==> src/rtl/oc_pkg.sv <==
package oc_pkg;

    typedef enum logic [3:0] {
        OCM_FROZEN = 4'b0000,
        OCM_SET    = 4'b0001,
        OCM_CLR    = 4'b0010,
        OCM_TOGGLE = 4'b0011,
        OCM_FLOW   = 4'b0100,
        OCM_FHIGH  = 4'b0101
    } oc_mode_e;

    localparam logic [1:0] DIR_OUTPUT = 2'b00;

    typedef struct packed {
        logic ref_lvl;
        logic flag;
        logic dma;
    } oc_ref_state_t;

endpackage

==> src/rtl/oc_shadow.sv <==
module oc_shadow #(
    parameter int CNT_W = 16
) (
    input  logic             clk,
    input  logic             rst_n,
    input  logic             wr_i,
    input  logic [CNT_W-1:0] wdata_i,
    input  logic             preload_i,
    input  logic             update_i,
    output logic [CNT_W-1:0] shadow_o
);
    typedef struct packed {
        logic [CNT_W-1:0] pre;
        logic [CNT_W-1:0] sh;
    } sh_state_t;

    sh_state_t st_d, st_q;

    always_comb begin
        st_d = st_q;
        if (wr_i) begin
            st_d.pre = wdata_i;
        end
        if (!preload_i && wr_i) begin
            st_d.sh = wdata_i;
        end else if (preload_i && update_i) begin
            st_d.sh = st_q.pre;
        end
    end

    always_ff @(posedge clk or negedge rst_n) begin
        if (!rst_n) begin
            st_q <= '0;
        end else begin
            st_q <= st_d;
        end
    end

    assign shadow_o = st_q.sh;
endmodule

==> src/rtl/oc_match.sv <==
module oc_match #(
    parameter int CNT_W = 16
) (
    input  logic             clk,
    input  logic             rst_n,
    input  logic [CNT_W-1:0] cnt_i,
    input  logic [CNT_W-1:0] shadow_i,
    input  logic             active_i,
    output logic             evt_o
);
    logic eq;
    logic eq_d, eq_q;

    always_comb begin
        eq    = (cnt_i == shadow_i);
        eq_d  = eq;
        evt_o = active_i && eq && !eq_q;
    end

    always_ff @(posedge clk or negedge rst_n) begin
        if (!rst_n) begin
            eq_q <= 1'b0;
        end else begin
            eq_q <= eq_d;
        end
    end
endmodule

==> src/rtl/oc_ref.sv <==
module oc_ref
    import oc_pkg::*;
(
    input  logic       clk,
    input  logic       rst_n,
    input  logic       evt_i,
    input  logic       active_i,
    input  logic [3:0] mode_i,
    input  logic       flag_clr_i,
    input  logic       dma_en_i,
    output logic       ref_o,
    output logic       flag_o,
    output logic       dma_o
);
    oc_ref_state_t st_d, st_q;
    oc_mode_e      mode;

    always_comb begin
        mode = oc_mode_e'(mode_i);
        st_d = st_q;
        if (active_i) begin
            unique case (mode)
                OCM_SET:    if (evt_i) st_d.ref_lvl = 1'b1;
                OCM_CLR:    if (evt_i) st_d.ref_lvl = 1'b0;
                OCM_TOGGLE: if (evt_i) st_d.ref_lvl = ~st_q.ref_lvl;
                OCM_FLOW:   st_d.ref_lvl = 1'b0;
                OCM_FHIGH:  st_d.ref_lvl = 1'b1;
                default:    st_d.ref_lvl = st_q.ref_lvl;
            endcase
        end
        if (evt_i) begin
            st_d.flag = 1'b1;
        end else if (flag_clr_i) begin
            st_d.flag = 1'b0;
        end
        st_d.dma = evt_i && dma_en_i;
    end

    always_ff @(posedge clk or negedge rst_n) begin
        if (!rst_n) begin
            st_q <= '0;
        end else begin
            st_q <= st_d;
        end
    end

    assign ref_o  = st_q.ref_lvl;
    assign flag_o = st_q.flag;
    assign dma_o  = st_q.dma;
endmodule

==> src/rtl/oc_channel.sv <==
module oc_channel
    import oc_pkg::*;
#(
    parameter int CNT_W = 16
) (
    input  logic             clk,
    input  logic             rst_n,
    input  logic [CNT_W-1:0] cnt_i,
    input  logic             update_i,
    input  logic             ccr_wr_i,
    input  logic [CNT_W-1:0] ccr_wdata_i,
    input  logic             preload_en_i,
    input  logic [1:0]       dir_sel_i,
    input  logic [3:0]       mode_i,
    input  logic             pol_i,
    input  logic             out_en_i,
    input  logic             irq_en_i,
    input  logic             dma_en_i,
    input  logic             flag_clr_i,
    output logic             ref_o,
    output logic             pin_o,
    output logic             flag_o,
    output logic             irq_o,
    output logic             dma_o
);
    logic [CNT_W-1:0] shadow;
    logic             active;
    logic             evt;

    assign active = (dir_sel_i == DIR_OUTPUT);

    oc_shadow #(.CNT_W(CNT_W)) u_shadow (
        .clk      (clk),
        .rst_n    (rst_n),
        .wr_i     (ccr_wr_i),
        .wdata_i  (ccr_wdata_i),
        .preload_i(preload_en_i),
        .update_i (update_i),
        .shadow_o (shadow)
    );

    oc_match #(.CNT_W(CNT_W)) u_match (
        .clk     (clk),
        .rst_n   (rst_n),
        .cnt_i   (cnt_i),
        .shadow_i(shadow),
        .active_i(active),
        .evt_o   (evt)
    );

    oc_ref u_ref (
        .clk       (clk),
        .rst_n     (rst_n),
        .evt_i     (evt),
        .active_i  (active),
        .mode_i    (mode_i),
        .flag_clr_i(flag_clr_i),
        .dma_en_i  (dma_en_i),
        .ref_o     (ref_o),
        .flag_o    (flag_o),
        .dma_o     (dma_o)
    );

    always_comb begin
        pin_o = out_en_i ? (ref_o ^ pol_i) : 1'b0;
        irq_o = flag_o && irq_en_i;
    end
endmodule

==> config.mk <==
export PLATFORM = sky130hd
export DESIGN_NAME = oc_channel
export DESIGN_NICKNAME = d
export VERILOG_FILES = /design/src/rtl/oc_pkg.sv /design/src/rtl/oc_shadow.sv /design/src/rtl/oc_match.sv /design/src/rtl/oc_ref.sv /design/src/rtl/oc_channel.sv
export SDC_FILE = /design/constraint.sdc
export NUM_CORES = 1
export LEC_CHECK = 0
export CAP_MARGIN = 20
export CORE_ASPECT_RATIO = 0.6
export CORE_UTILIZATION = 45
export CTS_BUF_LIST = sky130_fd_sc_hd__clkbuf_8
export CTS_CLUSTER_DIAMETER = 60
export DETAILED_ROUTE_END_ITERATION = 8
export GPL_ROUTABILITY_DRIVEN = 1
export PLACE_DENSITY = 0.72
export SLEW_MARGIN = 20
export SYNTH_ARGS = -nofsm -noshare
export SYNTH_HDL_FRONTEND = slang
export SYNTH_SLANG_ARGS = --single-unit
==> constraint.sdc <==
create_clock -name clk -period 1.9 [get_ports clk]
set_input_delay 0.38 -clock clk [delete_from_list [all_inputs] [get_ports clk]]
set_output_delay 0.38 -clock clk [all_outputs]
set_load 0.03 [all_outputs]
=== Word level (Yosys, flattened, before mapping) ===
Index checks and enable logic that the tools add are counted.
Widths: inputs -> output; s select.

* Equality and inequality tests: 9
* Multiplexer cells: 9
* Bitwise logic cells: 2
* Reduce and logical (&&, ||, !) cells: 13

{| class="wikitable"
|+ Operators with widths
! cell !! count
|-
| $mux 16 || 2
|-
| $eq 16x16->1 || 1
|-
| $eq 4x2->1 const B || 2
|-
| $eq 4x3->1 const B || 2
|-
| $logic_and 1x1->1 || 6
|-
| $mux 1 || 6
|-
| $ne 2x1->1 const B || 3
|-
| $pmux 1 s5 || 1
|-
| $reduce_and 5->1 || 1
|-
| $reduce_bool 5->1 || 1
|-
| $eq 4x1->1 const B || 1
|-
| $reduce_bool 2->1 || 2
|-
| $logic_not 1->1 || 2
|-
| $logic_not 2->1 || 1
|-
| $not 1->1 || 1
|-
| $xor 1x1->1 || 1
|}

* Register bits: 36
* Input bits: 48
* Output and inout bits: 5
* Word-level logic and storage cells: 39

=== Depth between registers and ports, before layout ===
Gate-level depths: netlist of run 1.

* Depth in word-level cells: 5
* Depth in mapped cells: 5
* Depth with buffers taken out: 5

=== Modules after synthesis ===
Synthesis of run 1 repeated with hierarchy kept, for this count alone.

* Cell total of the unflattened synthesis: 161
* Area, all modules: 2122.0 µm²

{| class="wikitable"
|+ Modules (own cells, without submodules)
! module !! instances !! cells each !! area each (µm²) !! seq. area each (µm²)
|-
| oc_shadow || 1 || 120 || 1732.9 || 800.8
|-
| oc_match || 1 || 23 || 211.5 || 25.0
|-
| oc_ref || 1 || 14 || 152.6 || 75.1
|-
| oc_channel || 1 || 4 || 25.0 || 0.0
|}

=== Worst setup path before layout of run 1 ===
OpenSTA, ideal clock, no wires.

* Path type: register to register
* Start point: reg u_shadow.st_q (netlist bit u_shadow.shadow_o[14])
* End point: reg u_ref.st_q (netlist bit u_ref.ref_o)
* Setup time: 0.065 ns
* Data arrival time: 1.341 ns
* Data required time: 1.835 ns
* Setup slack: 0.495 ns
* Cell stages (with the launch flop): 6
* Buffers on the path: 0
* Clock period less this slack: 1.405 ns
* Path through: dfrtp_1 > xnor2_1 > nand4_1 > nor4_4 > nor4b_2 > o22a_1

* Word-level cells in the longest chain between the ends: 5
* Elaborated cells on any way between the ends: 7
* Those cells by class: eq/ne: 4; reduce/logical: 3

{| class="wikitable"
|+ RTL lines
! what !! line !! RTL
|-
| start: declaration || oc_shadow.sv:17 || <nowiki>sh_state_t st_d, st_q;</nowiki>
|-
| start signal: assignment || oc_shadow.sv:35 || <nowiki>st_q <= st_d;</nowiki>
|-
| $eq 16x16->1 * || oc_match.sv:15 || <nowiki>eq = (cnt_i == shadow_i);</nowiki>
|-
| via u_match.eq || oc_match.sv:11 || <nowiki>logic eq;</nowiki>
|-
| $logic_and 1x1->1 * (2 in a row) || oc_match.sv:17 || <nowiki>evt_o = active_i && eq && !eq_q;</nowiki>
|-
| $ne 2x1->1 (no line) || -- ||
|-
| $reduce_and 5->1 (no line) * || -- ||
|-
| end signal: assignment || oc_ref.sv:43 || <nowiki>st_q <= st_d;</nowiki>
|-
| end: declaration || oc_ref.sv:15 || <nowiki>oc_ref_state_t st_d, st_q;</nowiki>
|}

Mark *: on every way through the listed nets, which the timed path passes. The rest lies on a longest branch.
A chain may end at the register's enable or synchronous reset.

=== Final worst setup path of run 1 ===
* Start point: reg u_ref.st_q (netlist bit u_ref.ref_o)
* End point: out ref_o

{| class="wikitable"
|+ RTL lines
! what !! line !! RTL
|-
| end: declaration || oc_channel.sv:20 || <nowiki>output logic ref_o,</nowiki>
|}

No word-level cell between the ends.

==> run metrics, run 1 <==
Power Total=1.859 mW; Synth Instances=164; H-tree Lvls=2; DRC errors left=0; Post-Synth Adder-Cell Area=0%; commonest cells after routing, fill and taps aside=clkdlybuf4s50_1, dfrtp_1, a21oi_1, mux2_2; Hold Buf Count CTS=0; Root Buffer=clkbuf_8; largest net degree at the start of global routing=49; TritonCTS Buffers=5; Post-Syn Area=1883 sq um; initial antenna violation count=0; Post-Syn Nets=212; Final Hold Fails=0; vias=1437; Die Footprint=4456 sq um; Placer Congestion=0.7905; warnings from Yosys=0; Post-Route WL=4177 um; share of cells above drive strength 1=16.36%; GRT Util Overall=21.89%; clock-pin slew on the worst setup and hold paths=0.07 ns; core footprint=3829 sq um; WS Path Type=register to output pin; fmax=556.1 MHz; fin crit share=94.64%; Pwr Density=722.4 nW/um^2; drt first-iter violations=68; CTS resizes=0; first-pass GRT wire length=7272 um; FP Rows=17; gr ovfl total=0; FF+latch count, synth=36; Synth Area in XOR/XNOR=7.907%; status=finished clean; required time of the critical path=1.52 ns; clock latency on the worst-skew pair=0.28 ns; commonest non-fill, non-tap cell in the layout=clkdlybuf4s50_1; Finished Core Util=67.22%; vias per cell=5.382; Layout Cells excl Fill=267; mux cell area share after synthesis=18.67%; IO buf count=52; fillers=289; top cells by area, synth=dfrtp_1, mux2_2, mux2i_1; initial core utilization=49.18%; Diodes inserted=0; Critical Path End Type=output pin; Worst IR Drop VDD=0.4614 mV; ANT nets after route=0; post-synthesis sequential area ratio=47.84%; post-synthesis compound-gate area fraction=11.63%; unrepaired setup endpoints after global routing=no; Final Max Slew Viols=0; drt wl/cell=15.64 um; clock tree buffer depth=2; Setup Viol. Count Final=0; clock sinks=36; Die Ht=52.11 um; Yosys cell types=22; fin crit period=1.798 ns; Setup Buffers After CTS=0; hold_ws=0.1382 ns; largest family of logic cells by synthesized area=multiplexers; Placed Cells=260; P_leak=1.040 nW; simple-gate area share of the yosys netlist=11.56%; hold crit path type=input pin to async pin; final net count=268; Worst Path Arrival=1.42 ns; CP max FO=5; CP top delay family=buffers and inverters; Yosys top cell area share=47.84%; Synth Area per Inst=11.48 sq um; Ports=53; final setup TNS=0 ns; crit-path cells=clkdlybuf4s50_1; WP buf/inv=1; clk_skew=0.006709 ns; worst slew pin tran=0.4706 ns; Detailed Routing Iterations Pass 1=4; Slew headroom=68.62%; CP max stage delay=0.70 ns; max-cap violations=0; chip width=85.51 um; post-synth top area cell=dfrtp_1; Layout area overhead=36.68%; CTS tree=yes; Worst Setup Start Kind=register; Worst path slowest cell=clkdlybuf4s50_1; hpwl dp=2997 um; vias in the first global route=1526
-- cell usage after synthesis, drive strengths merged --
library cell / n
inv: 1
buf: 3
nor4: 1
nor2b: 16
dfrtp: 36
mux2i: 16
nand4: 4
nor4b: 1
a21oi: 17
and2: 2
mux2: 17
o21ai: 1
a211oi: 16
nand3b: 1
xnor2: 16
clkbuf: 7
nand4b: 1
nor3: 2
nand2: 3
o22a: 1
xor2: 1
and3: 1
-- per-stage QoR --
stage	worst slack [ns]	area (sq um)
2_1_floorplan	0.4947	1883
3_3_place_gp	-0.02779	2496
3_5_place_dp	-0.07153	2496
4_1_cts	0.09625	2574
5_1_grt	0.05693	2574
6_report	0.1018	2574
-- where the power goes --
group	total (mW)	internal, mW	switching (mW)	leakage (nW)
Combinational	0.436	0.259	0.176	0.571
Clock	0.506	0.244	0.262	0.0452
Sequential	0.917	0.850	0.0672	0.424
Total	1.86	1.35	0.506	1.04
-- final timing paths --
check / startpoint / to / slack (ns) / cells past startpoint
min in group clk: u_shadow.st_q[20]$_DFFE_PN0P_ / u_shadow.st_q[20]$_DFFE_PN0P_ / 0.51 / 1
min: rst_n / u_shadow.shadow_o[10]$_DFFE_PN0P_ / 0.14 / 2
max reg2reg: u_shadow.shadow_o[14]$_DFFE_PN0P_ / u_ref.ref_o$_DFFE_PN0P_ / 0.35 / 5
max in group asynchronous: rst_n / u_ref.flag_o$_DFFE_PN0P_ / 1.43 / 2
min reg2reg: u_shadow.st_q[20]$_DFFE_PN0P_ / u_shadow.st_q[20]$_DFFE_PN0P_ / 0.51 / 1
max: u_ref.ref_o$_DFFE_PN0P_ / ref_o / 0.10 / 1
-- sequential cells by signal (all words and copies together) (netlist names) --
signal and flops:
u_ref.flag_o 1, u_ref.ref_o 1, u_shadow.shadow_o 16, u_match.eq_q 1
u_shadow.st_q 16, u_ref.dma_o 1
-- layer usage --
metal	GRT usage, %	vias up	routed length (um)
met5	0	-	0
met1	26.32	689	1873
met4	7.500	0	58
li1	-	703	-
met3	6.508	7	210
met2	38.13	38	2035
-- cell families after synthesis --
family / Yosys count
DFF: 36
AOI/OAI and AO/OA: 35
muxes: 33
and+or+nand+nor: 32
xor gates and xnor gates: 17
buffers and inverters: 11
-- final cells by class --
class,instances,area [sq um],area share [%]
Tap cell,47,58.81,2.285
Clock inverter,2,8.758,0.3403
Clock buffer,5,68.82,2.674
Multi-Input combinational cell,117,937.1,36.41
Timing Repair Buffer,59,595.6,23.14
Sequential cell,36,900.9,35.00
Inverter,1,3.754,0.1458
Note: power is estimated with default switching activity, not from simulation.
==> inputs of run 2 (changes only) <==
--- a/config.mk
+++ b/config.mk
@@ -5,7 +5,6 @@
 export SDC_FILE = /design/constraint.sdc
 export NUM_CORES = 1
 export LEC_CHECK = 0
-export CAP_MARGIN = 20
 export CORE_ASPECT_RATIO = 0.6
 export CORE_UTILIZATION = 45
 export CTS_BUF_LIST = sky130_fd_sc_hd__clkbuf_8
@@ -13,6 +12,7 @@
 export DETAILED_ROUTE_END_ITERATION = 8
 export GPL_ROUTABILITY_DRIVEN = 1
 export PLACE_DENSITY = 0.72
+export SKIP_CTS_REPAIR_TIMING = 1
 export SLEW_MARGIN = 20
 export SYNTH_ARGS = -nofsm -noshare
 export SYNTH_HDL_FRONTEND = slang
==> results of run 2 <==
Same layout as run 1: the final DEF is identical, and so are final timing and power.
